$ cat src/rtl/hs_pkg.sv
// Package: shared constants and types for the TCP handshake tracker.
// Assumes the standard TCP flag bit order in a 6-bit flag field.
package hs_pkg;

    localparam int FLAG_W  = 6;
    localparam int FL_FIN  = 0;
    localparam int FL_SYN  = 1;
    localparam int FL_RST  = 2;
    localparam int FL_PSH  = 3;
    localparam int FL_ACK  = 4;
    localparam int FL_URG  = 5;

    localparam int ADDR_W  = 32;
    localparam int PORT_W  = 16;
    localparam int SEQ_W   = 32;
    localparam int WIN_W   = 16;
    localparam int TTL_W   = 8;
    localparam int LEN_W   = 16;
    localparam int STATE_W = 3;

    typedef enum logic [STATE_W-1:0] {
        ST_IDLE     = 3'd0,
        ST_SYN_SENT = 3'd1,
        ST_SYN_RECV = 3'd2,
        ST_EST      = 3'd3,
        ST_EXCH     = 3'd4
    } conn_state_e;

    typedef enum logic [1:0] {
        CAUSE_NONE = 2'd0,
        CAUSE_SCAN = 2'd1,
        CAUSE_HALF = 2'd2
    } vuln_cause_e;

    typedef struct packed {
        logic [ADDR_W-1:0] src_addr;
        logic [ADDR_W-1:0] dst_addr;
        logic [PORT_W-1:0] src_port;
        logic [PORT_W-1:0] dst_port;
        logic [SEQ_W-1:0]  seq;
        logic [SEQ_W-1:0]  ack;
        logic [WIN_W-1:0]  win;
        logic [TTL_W-1:0]  ttl;
        logic [FLAG_W-1:0] flags;
        logic              from_client;
    } seg_ctx_t;

endpackage

$ cat src/rtl/hs_flag_decode.sv
// Module: hs_flag_decode
// Classifies one segment's flag field into the events the tracker reacts to.
// Purely combinational; the caller qualifies the results with its valid strobe.
module hs_flag_decode
    import hs_pkg::*;
(
    input  logic [FLAG_W-1:0] flags,
    output logic              is_rst,
    output logic              is_scan,
    output logic              is_syn_open,
    output logic              is_syn_ack,
    output logic              is_plain_ack
);

    logic fin, syn, rst, ackb;

    // Pick out the flag bits that matter for the handshake
    always_comb begin
        fin  = flags[FL_FIN];
        syn  = flags[FL_SYN];
        rst  = flags[FL_RST];
        ackb = flags[FL_ACK];
    end

    // Derive event classes; the scan patterns never include RST
    always_comb begin
        is_rst       = rst;
        is_scan      = !rst && ((flags == '0) || (fin && !ackb) || (syn && fin));
        is_syn_open  = syn && !ackb && !fin && !rst;
        is_syn_ack   = syn && ackb && !fin && !rst;
        is_plain_ack = ackb && !syn && !rst;
    end

endmodule

$ cat src/rtl/hs_seg_capture.sv
// Module: hs_seg_capture
// Holds the header context of the most recent valid segment for downstream use.
// Assumes the valid strobe marks every cycle that carries a real segment.
module hs_seg_capture
    import hs_pkg::*;
(
    input  logic     clk,
    input  logic     rst_n,
    input  logic     valid,
    input  seg_ctx_t seg_in,
    output seg_ctx_t ctx_q
);

    // Register the full context on each valid segment, hold otherwise
    always_ff @(posedge clk) begin
        if (!rst_n) begin
            ctx_q <= '0;
        end else if (valid) begin
            ctx_q <= seg_in;
        end
    end

    // The held context must follow the last valid segment
    AST_CTX_FOLLOWS: assert property (@(posedge clk) disable iff (!rst_n)
        valid |=> ctx_q.seq == $past(seg_in.seq));

endmodule

$ cat src/rtl/hs_halfopen_timer.sv
// Module: hs_halfopen_timer
// Counts the cycles spent in a half-open state and flags expiry.
// Assumes the caller supplies the current and next half-open status and a
// restart whenever the state changes. A limit of zero disables expiry.
module hs_halfopen_timer #(
    parameter int TMR_W = 16
) (
    input  logic             clk,
    input  logic             rst_n,
    input  logic             active,
    input  logic             next_active,
    input  logic             restart,
    input  logic [TMR_W-1:0] limit,
    output logic             expire
);

    localparam logic [TMR_W-1:0] CNT_MAX = {TMR_W{1'b1}};
    localparam logic [TMR_W-1:0] ONE     = {{(TMR_W-1){1'b0}}, 1'b1};

    logic [TMR_W-1:0] cnt_q;

    // Expiry fires in the last cycle of the allowed dwell
    always_comb begin
        expire = active && (limit != '0) && (cnt_q >= (limit - ONE));
    end

    // Count dwell cycles, clearing on a state change or outside half-open
    always_ff @(posedge clk) begin
        if (!rst_n) begin
            cnt_q <= '0;
        end else if (restart || !next_active) begin
            cnt_q <= '0;
        end else if (cnt_q != CNT_MAX) begin
            cnt_q <= cnt_q + ONE;
        end
    end

    // A running count only exists while the connection is half-open
    AST_TMR_ONLY_HALFOPEN: assert property (@(posedge clk) disable iff (!rst_n)
        (cnt_q != '0) |-> active);

endmodule

$ cat src/rtl/tcp_hs_tracker.sv
// Module: tcp_hs_tracker (top)
// Follows the opening handshake and data phase of a single TCP connection.
// It drives steering, alarm, open and window-capture outputs and holds the
// last segment's context. Assumes segments of one connection only, one per cycle.
module tcp_hs_tracker
    import hs_pkg::*;
#(
    parameter int TMR_W = 16
) (
    input  logic              clk,
    input  logic              rst_n,
    input  logic [TMR_W-1:0]  cfg_halfopen_limit,
    input  logic              seg_valid,
    input  logic              seg_from_client,
    input  logic [5:0]        seg_flags,
    input  logic [31:0]       seg_src_addr,
    input  logic [31:0]       seg_dst_addr,
    input  logic [15:0]       seg_src_port,
    input  logic [15:0]       seg_dst_port,
    input  logic [31:0]       seg_seq,
    input  logic [31:0]       seg_ack,
    input  logic [15:0]       seg_win,
    input  logic [7:0]        seg_ttl,
    input  logic [15:0]       seg_len,
    output logic [2:0]        conn_state,
    output logic              established,
    output logic              division,
    output logic              flag_vuln,
    output logic [1:0]        vuln_cause,
    output logic              win_strobe_synrecv,
    output logic              win_strobe_est,
    output logic [15:0]       peer_window,
    output logic [31:0]       client_isn,
    output logic [31:0]       server_isn,
    output logic [31:0]       ctx_src_addr,
    output logic [31:0]       ctx_dst_addr,
    output logic [15:0]       ctx_src_port,
    output logic [15:0]       ctx_dst_port,
    output logic [31:0]       ctx_seq,
    output logic [31:0]       ctx_ack,
    output logic [15:0]       ctx_win,
    output logic [7:0]        ctx_ttl,
    output logic [5:0]        ctx_flags
);

    conn_state_e state_q, state_d;
    logic        dec_rst, dec_scan, dec_syn_open, dec_syn_ack, dec_plain_ack;
    logic        ev_rst, ev_scan, tmr_expire;
    logic        load_cisn, load_sisn, load_win;
    logic        vuln_d, strobe_sr_d, strobe_est_d;
    vuln_cause_e cause_d, cause_q;
    logic        vuln_q, strobe_sr_q, strobe_est_q;
    logic [WIN_W-1:0] win_q;
    logic [SEQ_W-1:0] cisn_q, sisn_q;
    seg_ctx_t    seg_bundle, ctx_q;
    logic        half_now, half_next, state_change;

    hs_flag_decode u_dec (
        .flags        (seg_flags),
        .is_rst       (dec_rst),
        .is_scan      (dec_scan),
        .is_syn_open  (dec_syn_open),
        .is_syn_ack   (dec_syn_ack),
        .is_plain_ack (dec_plain_ack)
    );

    // Bundle the incoming header fields for the context register
    always_comb begin
        seg_bundle.src_addr    = seg_src_addr;
        seg_bundle.dst_addr    = seg_dst_addr;
        seg_bundle.src_port    = seg_src_port;
        seg_bundle.dst_port    = seg_dst_port;
        seg_bundle.seq         = seg_seq;
        seg_bundle.ack         = seg_ack;
        seg_bundle.win         = seg_win;
        seg_bundle.ttl         = seg_ttl;
        seg_bundle.flags       = seg_flags;
        seg_bundle.from_client = seg_from_client;
    end

    hs_seg_capture u_cap (
        .clk    (clk),
        .rst_n  (rst_n),
        .valid  (seg_valid),
        .seg_in (seg_bundle),
        .ctx_q  (ctx_q)
    );

    hs_halfopen_timer #(.TMR_W(TMR_W)) u_tmr (
        .clk         (clk),
        .rst_n       (rst_n),
        .active      (half_now),
        .next_active (half_next),
        .restart     (state_change),
        .limit       (cfg_halfopen_limit),
        .expire      (tmr_expire)
    );

    // Qualify decoded events with the valid strobe
    always_comb begin
        ev_rst  = seg_valid && dec_rst;
        ev_scan = seg_valid && dec_scan;
    end

    // Next-state logic: reset segment, then expiry, then scan hold, then handshake steps
    always_comb begin
        state_d   = state_q;
        load_cisn = 1'b0;
        load_sisn = 1'b0;
        load_win  = 1'b0;
        if (ev_rst) begin
            state_d = ST_IDLE;
        end else if (tmr_expire) begin
            state_d = ST_IDLE;
        end else if (ev_scan) begin
            state_d = state_q;
        end else if (seg_valid) begin
            unique case (state_q)
                ST_IDLE: begin
                    if (seg_from_client && dec_syn_open) begin
                        state_d   = ST_SYN_SENT;
                        load_cisn = 1'b1;
                    end
                end
                ST_SYN_SENT: begin
                    if (!seg_from_client && dec_syn_ack) begin
                        state_d   = ST_SYN_RECV;
                        load_sisn = 1'b1;
                        load_win  = 1'b1;
                    end
                end
                ST_SYN_RECV: begin
                    if (seg_from_client && dec_plain_ack) begin
                        state_d  = ST_EST;
                        load_win = 1'b1;
                    end
                end
                ST_EST: begin
                    if (seg_len != '0) begin
                        state_d = ST_EXCH;
                    end
                end
                default: state_d = state_q;
            endcase
        end
    end

    // Alarm, cause and strobe decisions for the next cycle
    always_comb begin
        vuln_d       = !ev_rst && (tmr_expire || ev_scan);
        cause_d      = !vuln_d ? CAUSE_NONE : (tmr_expire ? CAUSE_HALF : CAUSE_SCAN);
        strobe_sr_d  = (state_d == ST_SYN_RECV) && (state_q == ST_SYN_SENT);
        strobe_est_d = (state_d == ST_EST) && (state_q == ST_SYN_RECV);
    end

    // Half-open status now and next, plus a state-change pulse for the timer
    always_comb begin
        half_now     = (state_q == ST_SYN_SENT) || (state_q == ST_SYN_RECV);
        half_next    = (state_d == ST_SYN_SENT) || (state_d == ST_SYN_RECV);
        state_change = (state_d != state_q);
    end

    // Connection state and alarm registers
    always_ff @(posedge clk) begin
        if (!rst_n) begin
            state_q      <= ST_IDLE;
            vuln_q       <= 1'b0;
            cause_q      <= CAUSE_NONE;
            strobe_sr_q  <= 1'b0;
            strobe_est_q <= 1'b0;
        end else begin
            state_q      <= state_d;
            vuln_q       <= vuln_d;
            cause_q      <= cause_d;
            strobe_sr_q  <= strobe_sr_d;
            strobe_est_q <= strobe_est_d;
        end
    end

    // Sequence-number and window capture registers
    always_ff @(posedge clk) begin
        if (!rst_n) begin
            cisn_q <= '0;
            sisn_q <= '0;
            win_q  <= '0;
        end else begin
            if (load_cisn) cisn_q <= seg_seq;
            if (load_sisn) sisn_q <= seg_seq;
            if (load_win)  win_q  <= seg_win;
        end
    end

    // Drive the output ports from the registered state
    always_comb begin
        conn_state         = state_q;
        established        = (state_q == ST_EST) || (state_q == ST_EXCH);
        division           = ctx_q.from_client;
        flag_vuln          = vuln_q;
        vuln_cause         = cause_q;
        win_strobe_synrecv = strobe_sr_q;
        win_strobe_est     = strobe_est_q;
        peer_window        = win_q;
        client_isn         = cisn_q;
        server_isn         = sisn_q;
        ctx_src_addr       = ctx_q.src_addr;
        ctx_dst_addr       = ctx_q.dst_addr;
        ctx_src_port       = ctx_q.src_port;
        ctx_dst_port       = ctx_q.dst_port;
        ctx_seq            = ctx_q.seq;
        ctx_ack            = ctx_q.ack;
        ctx_win            = ctx_q.win;
        ctx_ttl            = ctx_q.ttl;
        ctx_flags          = ctx_q.flags;
    end

    AST_STATE_LEGAL: assert property (@(posedge clk) disable iff (!rst_n)
        state_q inside {ST_IDLE, ST_SYN_SENT, ST_SYN_RECV, ST_EST, ST_EXCH});
    AST_RST_CLOSES: assert property (@(posedge clk) disable iff (!rst_n)
        (seg_valid && seg_flags[FL_RST]) |=> (state_q == ST_IDLE) && !established && !flag_vuln);
    AST_SCAN_HOLDS: assert property (@(posedge clk) disable iff (!rst_n)
        (ev_scan && !tmr_expire) |=> flag_vuln && (vuln_cause == 2'd1) && $stable(state_q));
    AST_EXPIRE_CLOSES: assert property (@(posedge clk) disable iff (!rst_n)
        (tmr_expire && !ev_rst) |=> (state_q == ST_IDLE) && (vuln_cause == 2'd2));
    AST_STROBE_EXCL: assert property (@(posedge clk) disable iff (!rst_n)
        !(win_strobe_synrecv && win_strobe_est));
    AST_SR_STROBE_STATE: assert property (@(posedge clk) disable iff (!rst_n)
        win_strobe_synrecv |-> (state_q == ST_SYN_RECV));
    AST_EXCH_FROM_EST: assert property (@(posedge clk) disable iff (!rst_n)
        ((state_q == ST_EXCH) && ($past(state_q) != ST_EXCH)) |-> ($past(state_q) == ST_EST));

endmodule

$ cat config.mk
export PLATFORM = sky130hd
export DESIGN_NAME = tcp_hs_tracker
export DESIGN_NICKNAME = d
export VERILOG_FILES = /design/src/rtl/hs_pkg.sv /design/src/rtl/hs_flag_decode.sv /design/src/rtl/hs_seg_capture.sv /design/src/rtl/hs_halfopen_timer.sv /design/src/rtl/tcp_hs_tracker.sv
export SDC_FILE = /design/constraint.sdc
export NUM_CORES = 1
export LEC_CHECK = 0
export BUFFER_PORTS_ARGS = -buffer_cell sky130_fd_sc_hd__buf_2
export CAP_MARGIN = 10
export CORE_AREA = 2 2 196 198
export CTS_BUF_LIST = sky130_fd_sc_hd__clkbuf_4
export DETAILED_ROUTE_END_ITERATION = 10
export DIE_AREA = 0 0 198 200
export SLEW_MARGIN = 10
export SYNTH_ARGS = -nofsm -noshare
export SYNTH_HDL_FRONTEND = slang
export SYNTH_HIERARCHICAL = 1
export SYNTH_SLANG_ARGS = --single-unit
export TNS_END_PERCENT = 30
$ cat constraint.sdc
create_clock -name clk -period 5.3 [get_ports clk]
set_clock_uncertainty 0.05 [all_clocks]
set_input_delay 0.53 -clock clk [delete_from_list [all_inputs] [get_ports clk]]
set_output_delay 0.53 -clock clk [all_outputs]
set_load 0.02 [all_outputs]
# Yosys cells after proc, flatten, opt, wreduce, memory -nomap -nowiden
# Index checks and enable logic that the tools add are counted.
# totals
reg_bits	295
input_bits	226
out_inout_bits	280
elab_cells	101
# classes
add_sub_neg	2
order_cmp	1
eq_ne	9
mux	28
bitwise_logic	1
reduce_logical	41
# op_table
cell	n
nonzero test 16 bit	2
two-way mux 3 bit	8
logical AND 1 bit	21
two-way mux 1 bit	17
adder 16 x 1 -> 16 bit, second input constant	1
greater-or-equal comparator 16 bit	1
!= test 16 bit, second input constant	1
subtractor 16 x 1 -> 16 bit, second input constant	1
== test 3 x 2 -> 1 bit, second input constant	4
one-hot mux 3 bit (4 select lines)	1
zero test 1 bit	7
logical OR 1 bit	7
== test 3 x 1 -> 1 bit, second input constant	2
zero test 6 bit	1
== test 3 bit, second input constant	1
zero test 3 bit	1
!= test 3 bit	1
two-way mux 2 bit	1
one-hot mux 1 bit (2 select lines)	1
AND reduction 2 bit	1
OR reduction 2 bit	1
NOT 1 bit	1

# Longest topological paths before layout
# Gate-level depths: netlist of the first run.
# depth
depth_word	16
ltp_mapped	19
mapped_depth_nobuf	18

# Hierarchy
# The synthesis of the first run kept the hierarchy.
# modules_own_cells
mod	n_inst	cells_per_inst	area_each_um2	seq_area_each_um2
hs_seg_capture	1	615	7334.5	3823.7
tcp_hs_tracker	1	403	3509.6	1761.7
hs_halfopen_timer	1	166	1357.6	320.3
hs_flag_decode	1	8	58.8	0.0

# Worst setup path before layout of the first run
# No wires, ideal clock.
# synth_path
path_type	input -> register
from	in cfg_halfopen_limit[5]
to	reg u_tmr.cnt_q[1]
setup_time_ns	0.071
arrival_time_ns	4.027
t_required_ns	5.179
path_slack_ns	1.152
cell_stages	17
path_buffers	1
cell_sequence	or4_1 > nand4b_1 > nor2_1 > nand2_1 > xor2_1 > ha_1 > a211oi_1 > nor2_1 > a2111oi_0 > a21oi_1 > a21oi_1 > o21ai_0 > a21oi_1 > mux2i_1 > nand3b_1 > clkbuf_1 > a21oi_1
# synth_between
elab_chain_len	10
elab_cells_between_ends	14
cone_classes	add/sub: 1; order compare: 1; eq/ne: 3; mux: 2; reduce/logical: 7
# synth_rtl
element	line_no	source
start: declaration	tcp_hs_tracker.sv:12	input logic [TMR_W-1:0] cfg_halfopen_limit,
subtractor 16 x 1 -> 16 bit / nonzero test 16 bit (equally long branches)	hs_halfopen_timer.sv:24	expire = active && (limit != '0) && (cnt_q >= (limit - ONE));
greater-or-equal comparator 16 bit / logical AND 1 bit (equally long branches)	hs_halfopen_timer.sv:24	
logical AND 1 bit *	hs_halfopen_timer.sv:24	
named net tmr_expire	tcp_hs_tracker.sv:48	logic ev_rst, ev_scan, tmr_expire;
two-way mux 3 bit *	tcp_hs_tracker.sv:113	end else if (tmr_expire) begin
two-way mux 3 bit *	tcp_hs_tracker.sv:111	if (ev_rst) begin
== test 3 x 1 -> 1 bit / == test 3 x 2 -> 1 bit (equally long branches)	tcp_hs_tracker.sv:159	half_next = (state_d == ST_SYN_SENT) || (state_d == ST_SYN_RECV);
logical OR 1 bit *	tcp_hs_tracker.sv:159	
named net half_next	tcp_hs_tracker.sv:56	logic half_now, half_next, state_change;
zero test 1 bit *	hs_halfopen_timer.sv:31	end else if (restart || !next_active) begin
logical OR 1 bit *	hs_halfopen_timer.sv:31	
OR reduction 2 bit (no line) *	n/a	
end signal: assignment	hs_halfopen_timer.sv:34	cnt_q <= cnt_q + ONE;
end: declaration	hs_halfopen_timer.sv:20	logic [TMR_W-1:0] cnt_q;
# The timed path passes the listed nets; every way through them passes the cells marked *.
# A chain may end at the register's enable or synchronous reset.

# Final worst setup path of the first run
# layout_path
from	in cfg_halfopen_limit[5]
to	reg u_tmr.cnt_q[10]
# Same word-level chain as after synthesis.

==> metrics.log, run 1 <==
INFO  metric outcome = finished clean
INFO  metric cts_hold_buf = 187
INFO  metric mappedNetlistArea = ~12000 um^2
INFO  metric avgSynthCellArea = 10.3 um^2
INFO  metric total_switching_power = between 1 and 1.5 mW
INFO  metric total_power_per_unit_cell_area = about 290 nW/um^2
INFO  metric synth-warning-count = 6
INFO  metric internal_power = between 3 and 4 mW
INFO  metric share_of_total_power_in_combinational_logic = 0.138
INFO  metric power_leakage = 8.47 nW
INFO  metric synth-seq-area-share = 0.482
INFO  metric total_of_fill_cells_in_the_finished_design = 3535
INFO  metric slowest_stage = or4_1
INFO  metric fin_tns_setup = 0 ns
INFO  metric postRouteAntennaNets = 0
INFO  metric drc = 0
INFO  metric grt_pass1_vias = 11500
INFO  metric area_taken_by_multi_input_logic_gates = between 5000 and 6000 um^2
INFO  metric drt-vias-per-instance = roughly 4.5
INFO  metric setup.worst_path.class = input port to flop
INFO  metric fp.dieW = 198 um
INFO  metric post-synth-top-count-cell = dfxtp_1
INFO  metric detailedRoute.firstPassIterationCount = 4
INFO  metric seq_area = ~6000 um^2
INFO  metric max_freq = approximately 250 MHz
INFO  metric grt_max_degree = approximately 100
INFO  metric grt.busiest_layer = met2
INFO  metric hold_viol_final = 0
INFO  metric holdPathStages = 3
INFO  metric launching_instance_or_port_of_the_critical_path = cfg_halfopen_limit[5]
INFO  metric postLayoutSetupSlackWorst = ~1.3 ns
INFO  metric grt_first_pass_wirelength = between 50000 and 60000 um
INFO  metric timing.critical_path.required = slightly below 6 ns
INFO  metric core_region = roughly 37000 um^2
INFO  metric hold_path_class = input port to flop
INFO  metric critical_path.endpoint = u_tmr/cnt_q[10]
INFO  metric netlist_instances = 1192
INFO  metric globalRouteMet2Util = 0.349
INFO  metric synth.ff_latch_count = 295
INFO  metric areaGrowthSynthToFinish = 46.2%
INFO  metric synthArstFlopShare = 0
INFO  metric htree_levels = 3
INFO  metric yosysTopAreaCell = dfxtp_1
INFO  metric post_route_cells_drive_above_1_share = 0.339
INFO  metric largest_stage_delay_on_the_critical_path = about 0.55 ns
INFO  metric number_of_flops_mapped_to_enable_cells_by_yosys = 0
INFO  metric final_nets = 2152
INFO  metric worst_ir_drop_vdd = 0.176 mV
INFO  metric placed_cell_area = roughly 15000 um^2
INFO  metric clkLatencyLatePin = ~0.73 ns
INFO  metric initial_utilization = 0.328
INFO  metric swShare = 0.266
INFO  metric cts-root-to-sink-buffers = 3
INFO  metric cp.depth = 18
INFO  metric grt_overflow = 0
INFO  metric synth_common_cells = 295 x dfxtp_1, 209 x mux2i_1, 209 x nor2b_1, 144 x nand2_1, 40 x a21boi_1
INFO  metric synth_top_cells_by_area = dfxtp_1 48%, mux2i_1 17%, nor2b_1 11%, nand2_1 4.4%, a21boi_1 2.4%
INFO  metric globalRouteMet3Util = 0.0731
INFO  metric post_drt_wl_per_cell = between 15 and 20 um
INFO  metric regToRegEndpoint = u_tmr/cnt_q[10]
INFO  metric die_height = about 200 um
INFO  metric worst_setup_path_end_kind = flop
INFO  metric routed_wl = ~40000 um
INFO  metric reg2reg_depth = 13
INFO  metric critical_path.max_fanout = 9
INFO  metric cp.arrival = between 4 and 5 ns
INFO  metric synth_flop_cell = dfxtp_1
INFO  metric grt_util_met1 = 0.201
INFO  metric place.gp.congestion = 0.823
INFO  metric timing.final.max_slew_violations = 0
INFO  metric cts_num_sinks = between 200 and 300
INFO  metric cts_setup_buffers = 0
INFO  metric detailedPlacementHpwl = 27600 um
INFO  metric synth_top_cell_area_share = 0.482
INFO  metric post_synthesis_net_count = ~1400
INFO  metric cts_resized = 0
INFO  metric clk_root_buffer_cell = clkbuf_4
INFO  metric setup_violations_final = 0
INFO  metric max_slew_margin_vs_limit = 0.417
INFO  metric clock_share_of_power = 0.404
INFO  metric finalCoreUtilization = 0.479
INFO  metric cpLargestDelayFamily = compound AO/OA/AOI/OAI gates
INFO  metric cts_made_buffers = 81
INFO  metric number_of_maximum_capacitance_constraint_violations = 0
INFO  metric timing.final.crit_period = roughly 4 ns
INFO  metric critical_path_source_type = input port
INFO  metric cts_tree = done
INFO  metric place_ws = between 0.6 and 0.7 ns
INFO  metric crit_path_top_cell_by_count = a21oi_1
INFO  metric fp.dieArea = 39600 um^2
INFO  metric drt_first_iter_violations = between 300 and 400
INFO  metric power_frac_seq = 0.459
INFO  metric regToRegSetupSlack = 1.97 ns
INFO  metric placement.io_buffers = slightly above 500
INFO  metric timing.critical_path.buf_inv = 1
INFO  metric layout_worst_path_cycle_share = 0.755
INFO  metric timing.critical_path.cells = buf_2 > or4_1 > nand4b_1 > nor2_1 > nand2_1 > xor2_1 > ha_1 > a211oi_1 > nor2_1 > a2111oi_0 > a21oi_1 > a21oi_1 > o21ai_0 > a21oi_1 > mux2i_1 > nand3b_1 > o21bai_1 > a31oi_1
INFO  metric rsz_0062_raised_after_global_routing = no
INFO  metric fp-row-count = 71
INFO  metric stdcell_area = approximately 18000 um^2
INFO  metric worst_setup_hold_path_clk_slew = about 0.060 ns
INFO  metric holdWs = 0.105 ns
INFO  metric antenna_found_initial = 3
INFO  metric dr_total_vias = 11100
INFO  metric design.portCount = approximately 510
INFO  metric grt.total_usage = 0.192
INFO  metric tightest_slew = slightly below 0.9 ns
INFO  metric regToRegStartpoint = u_tmr/cnt_q[9]
INFO  metric synth_cell_type_count = just under 60
==> through the flow <==
step / instances / power [mW]
4_1_cts: 2477 / 5.22
3_3_place_gp: 2149 / 2.99
3_5_place_dp: 2149 / 3.00
2_1_floorplan: 1192 / 2.77
5_1_grt: 2482 / 5.40
6_report: 2484 / 5.13
==> kinds of logic after synthesis <==
| group | Yosys count | share of synthesized area |
|---|---|---|
| buf+inv | 82 | 0.0484 |
| compound gates | 106 | 0.0623 |
| flops | 295 | 0.482 |
| simple gates | 459 | 0.202 |
| fa+ha+maj | 18 | 0.0184 |
| mux | 210 | 0.172 |
| xor+xnor | 22 | 0.0157 |
==> power by group through the flow <==
stage / Sequential (mW) / Clock (mW) / Combinational [mW]
final: 2.35 / 2.07 / 0.706
after global routing: 2.36 / 2.28 / 0.762
after CTS: 2.35 / 2.16 / 0.708
after detailed placement: 2.40 / 0 / 0.597
after global placement: 2.40 / 0 / 0.589
after floorplan: 2.50 / 0 / 0.262
==> metal layers <==
| metal | vias to the layer above | share of wire |
|---|---|---|
| met5 | - | 0 |
| met1 | 5160 | 0.39 |
| li1 | 5497 | - |
| met3 | 58 | 0.082 |
| met4 | 0 | 0.022 |
| met2 | 423 | 0.50 |
==> cells in the final DEF (no fill, tap or decap), types with 16 or more instances in the layout <==
cell           instances
clkbuf_4             124
a21oi_1               16
nor2b_1              209
buf_2                503
nand2_1              144
dfxtp_1              295
nor2_1                29
a21boi_0              25
mux2i_1              209
dlygate4sd3_1        187
a21boi_1              40
ha_1                  18
==> how the worst min path moves through the flow <==
stage | from | end | slack, ns
2_1_floorplan | u_tmr/cnt_q[1] | u_tmr/cnt_q[1] | 0.43
3_3_place_gp | server_isn[17] | server_isn[17] | 0.39
3_5_place_dp | server_isn[13] | server_isn[13] | 0.39
4_1_cts | seg_seq[21] | client_isn[21] | 0.0006
5_1_grt | seg_seq[15] | server_isn[15] | 0.02
6_report | seg_seq[15] | server_isn[15] | 0.11
==> tightest hold or removal path: cells and delay by family <==
kind | cells | cell delay, ns
AOI/OAI and AO/OA | 1 | 0.05
and+or+nand+nor | 1 | 0.07
buffers and inverters | 1 | 0.16
==> state kept, by name, indices dropped and copies added (netlist names) <==
register and count:
flag_vuln 1, win_strobe_est 1, vuln_cause 2, peer_window 16
server_isn 32, u_cap/ctx_q 191, conn_state 3, u_tmr/cnt_q 16
win_strobe_synrecv 1, client_isn 32
==> layout make-up <==
type / instances / share of cell area
flip-flops and latches: 295 / 0.330
multi-input cells: 815 / 0.322
repair buffers: 705 / 0.253
clock buffers: 124 / 0.0519
well taps: 511 / 0.0357
clock inverters: 17 / 0.00552
inverters: 10 / 0.00209
diodes: 7 / 0.000977
No activity file was read; power rests on OpenSTA's default activity.
==> inputs of run 2 (changes only) <==
--- a/config.mk
+++ b/config.mk
@@ -5,12 +5,13 @@
 export SDC_FILE = /design/constraint.sdc
 export NUM_CORES = 1
 export LEC_CHECK = 0
+export ABC_AREA = 1
 export BUFFER_PORTS_ARGS = -buffer_cell sky130_fd_sc_hd__buf_2
 export CAP_MARGIN = 10
-export CORE_AREA = 2 2 196 198
+export CORE_MARGIN = 2
+export CORE_UTILIZATION = 35
 export CTS_BUF_LIST = sky130_fd_sc_hd__clkbuf_4
 export DETAILED_ROUTE_END_ITERATION = 10
-export DIE_AREA = 0 0 198 200
 export SLEW_MARGIN = 10
 export SYNTH_ARGS = -nofsm -noshare
 export SYNTH_HDL_FRONTEND = slang
==> constraint.sdc (replaced) <==
create_clock -name clk -period 3.7 [get_ports clk]
set_clock_uncertainty 0.05 [all_clocks]
set_input_delay 0.37 -clock clk [delete_from_list [all_inputs] [get_ports clk]]
set_output_delay 0.37 -clock clk [all_outputs]
set_load 0.02 [all_outputs]
==> run 2 against run 1 <==
  * Sequential cell count unchanged
  * Routed wire length up 5.9%
  * Design area up 3.6%
  * Global-route usage up 2.0 points
  * Critical path depth up 7
  * Critical path type unchanged
==> metrics.log, run 2 <==
INFO  metric grt.total_usage = 0.212 (was 0.192)
INFO  metric routed_wl = 42200 um (was 39800 um)
INFO  metric drt-vias-per-instance = 4.39 (was 4.48)
INFO  metric power_leakage = 10.3 nW (was 8.47 nW)
INFO  metric postRouteAntennaNets = 0 (unchanged)
INFO  metric post_route_cells_drive_above_1_share = 0.256 (was 0.339)
INFO  metric grt_max_degree = 171 (was 103)
INFO  metric final_cell_mix = 580 x nor2_1, 503 x buf_2, 475 x nand2_1 (was 503 x buf_2, 295 x dfxtp_1, 209 x nor2b_1, 209 x mux2i_1, 187 x dlygate4sd3_1)
INFO  metric synth_top_cells_by_area = dfxtp_1 45%, nor2_1 17%, nand2_1 14%, inv_1 7.3%, o21ai_0 2.8% (was dfxtp_1 48%, mux2i_1 17%, nor2b_1 11%, nand2_1 4.4%, a21boi_1 2.4%)
INFO  metric grt_overflow = 0 (unchanged)
INFO  metric clkLatencyLatePin = 0.72 ns (was 0.73 ns)
INFO  metric post_synthesis_net_count = 2174 (was 1436)
INFO  metric design.portCount = 506 (unchanged)
INFO  metric cts_made_buffers = 81 (unchanged)
INFO  metric hold_viol_final = 0 (unchanged)
INFO  metric critical_path_source_type = input port (unchanged)
INFO  metric clk_root_buffer_cell = clkbuf_4 (unchanged)
INFO  metric cts_num_sinks = 295 (unchanged)
INFO  metric total_power_per_unit_cell_area = 407 nW/um^2 (was 286 nW/um^2)
INFO  metric synth_cell_type_count = 41 (was 58)
INFO  metric die_height = 197 um (was 200 um)
INFO  metric areaGrowthSynthToFinish = 42.4% (was 46.2%)
INFO  metric grt_first_pass_wirelength = 66600 um (was 59500 um)
INFO  metric fp.dieArea = 38800 um^2 (was 39600 um^2)
INFO  metric fp.dieW = 197 um (was 198 um)
INFO  metric netlist_instances = 1930 (was 1192)
INFO  metric fp-row-count = 70 (was 71)
INFO  metric timing.critical_path.required = 4.27 ns (was 5.88 ns)
INFO  metric mappedNetlistArea = 13000 um^2 (was 12300 um^2)
INFO  metric timing.final.crit_period = roughly 3 ns
INFO  metric avgSynthCellArea = 6.76 um^2 (was 10.3 um^2)
INFO  metric synth_flop_cell = dfxtp_1 (unchanged)
INFO  metric timing.final.max_slew_violations = 0 (unchanged)
INFO  metric htree_levels = 3 (unchanged)
INFO  metric dp_cells = 2821 (was 2149)
INFO  metric largest_reg_flops = 191 (unchanged)
INFO  metric place_ws = 0.102 ns (was 0.629 ns)
INFO  metric hold_path_class = input port to flop (unchanged)
INFO  metric number_of_maximum_capacitance_constraint_violations = 0 (unchanged)
INFO  metric critical_path.max_fanout = 10 (was 9)
INFO  metric number_of_flops_mapped_to_enable_cells_by_yosys = 0 (unchanged)
INFO  metric post_drt_wl_per_cell = 13.4 um (was 16.0 um)
INFO  metric fin_tns_setup = 0 ns (unchanged)
INFO  metric placement.io_buffers = 505 (unchanged)
INFO  metric area_taken_by_multi_input_logic_gates = 5500 um^2 (was 5770 um^2)
INFO  metric dr_total_vias = 13800 (was 11100)
INFO  metric antenna_found_initial = 2 (was 3)
INFO  metric cts-root-to-sink-buffers = 3 (unchanged)
INFO  metric post-synth-top-count-cell = nor2_1 (was dfxtp_1)
INFO  metric drc = 0 (unchanged)
INFO  metric setup.worst_path.class = input port to flop (unchanged)
INFO  metric final_nets = 2872 (was 2152)
INFO  metric synth-seq-area-share = 0.453 (was 0.482)
INFO  metric detailedRoute.firstPassIterationCount = 5 (was 4)
INFO  metric max_slew_margin_vs_limit = 0.532 (was 0.417)
INFO  metric detailedPlacementHpwl = 28100 um (was 27600 um)
INFO  metric drt_first_iter_violations = 552 (was 313)
INFO  metric seq_area = 5910 um^2 (unchanged)
INFO  metric synthArstFlopShare = 0 (unchanged)
INFO  metric initial_utilization = 0.355 (was 0.328)
INFO  metric setup_violations_final = 0 (unchanged)
INFO  metric grt_pass1_vias = 13700 (was 11500)
INFO  metric yosysTopAreaCell = dfxtp_1 (unchanged)
INFO  metric max_freq = between 300 and 400 MHz
INFO  metric cts_resized = 0 (unchanged)
INFO  metric synth-warning-count = 6 (unchanged)
INFO  metric place.gp.congestion = 0.851 (was 0.823)
INFO  metric fin_cells = 3152 (was 2484)
INFO  metric layout_commonest_cell = nor2_1 (was buf_2)
INFO  metric outcome = finished clean (unchanged)
INFO  metric worst_ir_drop_vdd = 0.294 mV (was 0.176 mV)
INFO  metric tightest_slew = 0.702 ns (was 0.874 ns)
INFO  metric core_region = 36700 um^2 (was 37400 um^2)
INFO  metric worst_setup_path_end_kind = flop (unchanged)
INFO  metric synth.ff_latch_count = 295 (unchanged)
INFO  metric synth_common_cells = 580 x nor2_1, 475 x nand2_1, 295 x dfxtp_1, 252 x inv_1, 72 x o21ai_0 (was 295 x dfxtp_1, 209 x mux2i_1, 209 x nor2b_1, 144 x nand2_1, 40 x a21boi_1)
INFO  metric total_of_fill_cells_in_the_finished_design = 3643 (was 3535)
INFO  metric cts_tree = done (unchanged)
INFO  metric cp.arrival = 3.48 ns (was 4.59 ns)
INFO  metric layout_worst_path_cycle_share = 0.789
INFO  metric largest-register = u_cap/ctx_q (unchanged)
INFO  metric synth_top_cell_area_share = 0.453 (was 0.482)
INFO  metric postLayoutSetupSlackWorst = 0.782 ns (was 1.30 ns)
INFO  metric rsz_0062_raised_after_global_routing = no (unchanged)
INFO  metric worst_setup_hold_path_clk_slew = 0.05 ns (was 0.06 ns)
run 2: changes by cell type in the layout (fill, tap and decap cells not counted), moves of 8 or more:
cell,delta
nand2_1,+331
o21ai_1,+11
nor2_2,+8
nand3_1,+14
nor2b_1,-209
a21boi_1,-40
a21boi_0,-25
nor2_1,+551
buf_4,-9
mux2i_1,-209
o21ai_0,+64
inv_1,+242
nor4_1,-8
run 2: final cells by class:
class	count	area share
Sequential cell	295	0.318
Tap cell	468	0.0315
Antenna cell	2	0.000270
Clock buffer	125	0.0505
Inverter	262	0.0531
Multi-Input combinational cell	1284	0.296
Timing Repair Buffer	704	0.246
Clock inverter	12	0.00438
run 2: worst paths after layout:
path                                             from          endpoint  slack [ns]  cells past startpoint
worst max-delay path            cfg_halfopen_limit[0]    u_tmr/cnt_q[4]        0.78                     25
worst min-delay path                            rst_n  u_cap/ctx_q[181]        0.19                      3
worst max register to register         u_tmr/cnt_q[0]    u_tmr/cnt_q[4]        0.94                     19
worst min register to register       u_cap/ctx_q[171]  u_cap/ctx_q[171]        0.42                      2
run 2: metrics by stage:
step                utilization  hold WS (ns)  instance area [um^2]  total power [mW]
floorplan                     -         0.424                 13000              4.12
global placement          0.426         0.403                 15600              4.47
detailed placement        0.426         0.410                 15600              4.49
CTS                       0.506         0.102                 18600              7.69
global route              0.506         0.179                 18600              8.00
finish                    0.506         0.186                 18600              7.55
run 2: critical path, stage by stage:
cell      delay (ns)
buf_2           0.10
inv_2           0.06
ha_1            0.17
inv_1           0.07
nor2_1          0.17
nand2_1         0.14
nor3_1          0.19
xnor2_1         0.16
ha_1            0.25
nand2_1         0.08
o21bai_1        0.10
a21oi_1         0.08
nor2_1          0.08
a21oi_1         0.07
inv_1           0.10
nand2_2         0.13
a21oi_1         0.22
nand2_2         0.13
inv_1           0.09
nand3_1         0.08
nand2_1         0.06
nand2_1         0.08
nor2_4          0.12
inv_1           0.17
a31oi_1         0.19
run 2: kinds of logic (layout without fill, tap and decap cells):
group | count (synthesis) | in the layout | share of synthesized area
and+or+nand+nor | 1144 | 1144 | 0.351
adders and majority gates | 18 | 18 | 0.0173
other | 0 | 2 | 0
xor gates and xnor gates | 15 | 15 | 0.0101
DFF | 295 | 295 | 0.453
buffers and inverters | 351 | 1103 | 0.126
AOI/OAI and AO/OA | 107 | 107 | 0.0425
run 2: routing by layer:
layer | vias to the layer above | global-route usage | routed length (um)
met4 | 2 | 0.108 | 1580
met3 | 88 | 0.0761 | 3660
li1 | 7145 | - | -
met1 | 6128 | 0.224 | 16600
met2 | 481 | 0.373 | 20300
met5 | - | 0 | 13
run 2: where the power goes:
part	internal [mW]	switching [mW]
sequential	3.33	0.0783
combinational	0.492	0.693
clock	1.59	1.36
total	5.42	2.14
run 2: timing repair:
action / in CTS / in global routing
hold buffers: 192 / 0
buffers inserted: 0 / 0
endpoints found under the hold margin: 274 / 0
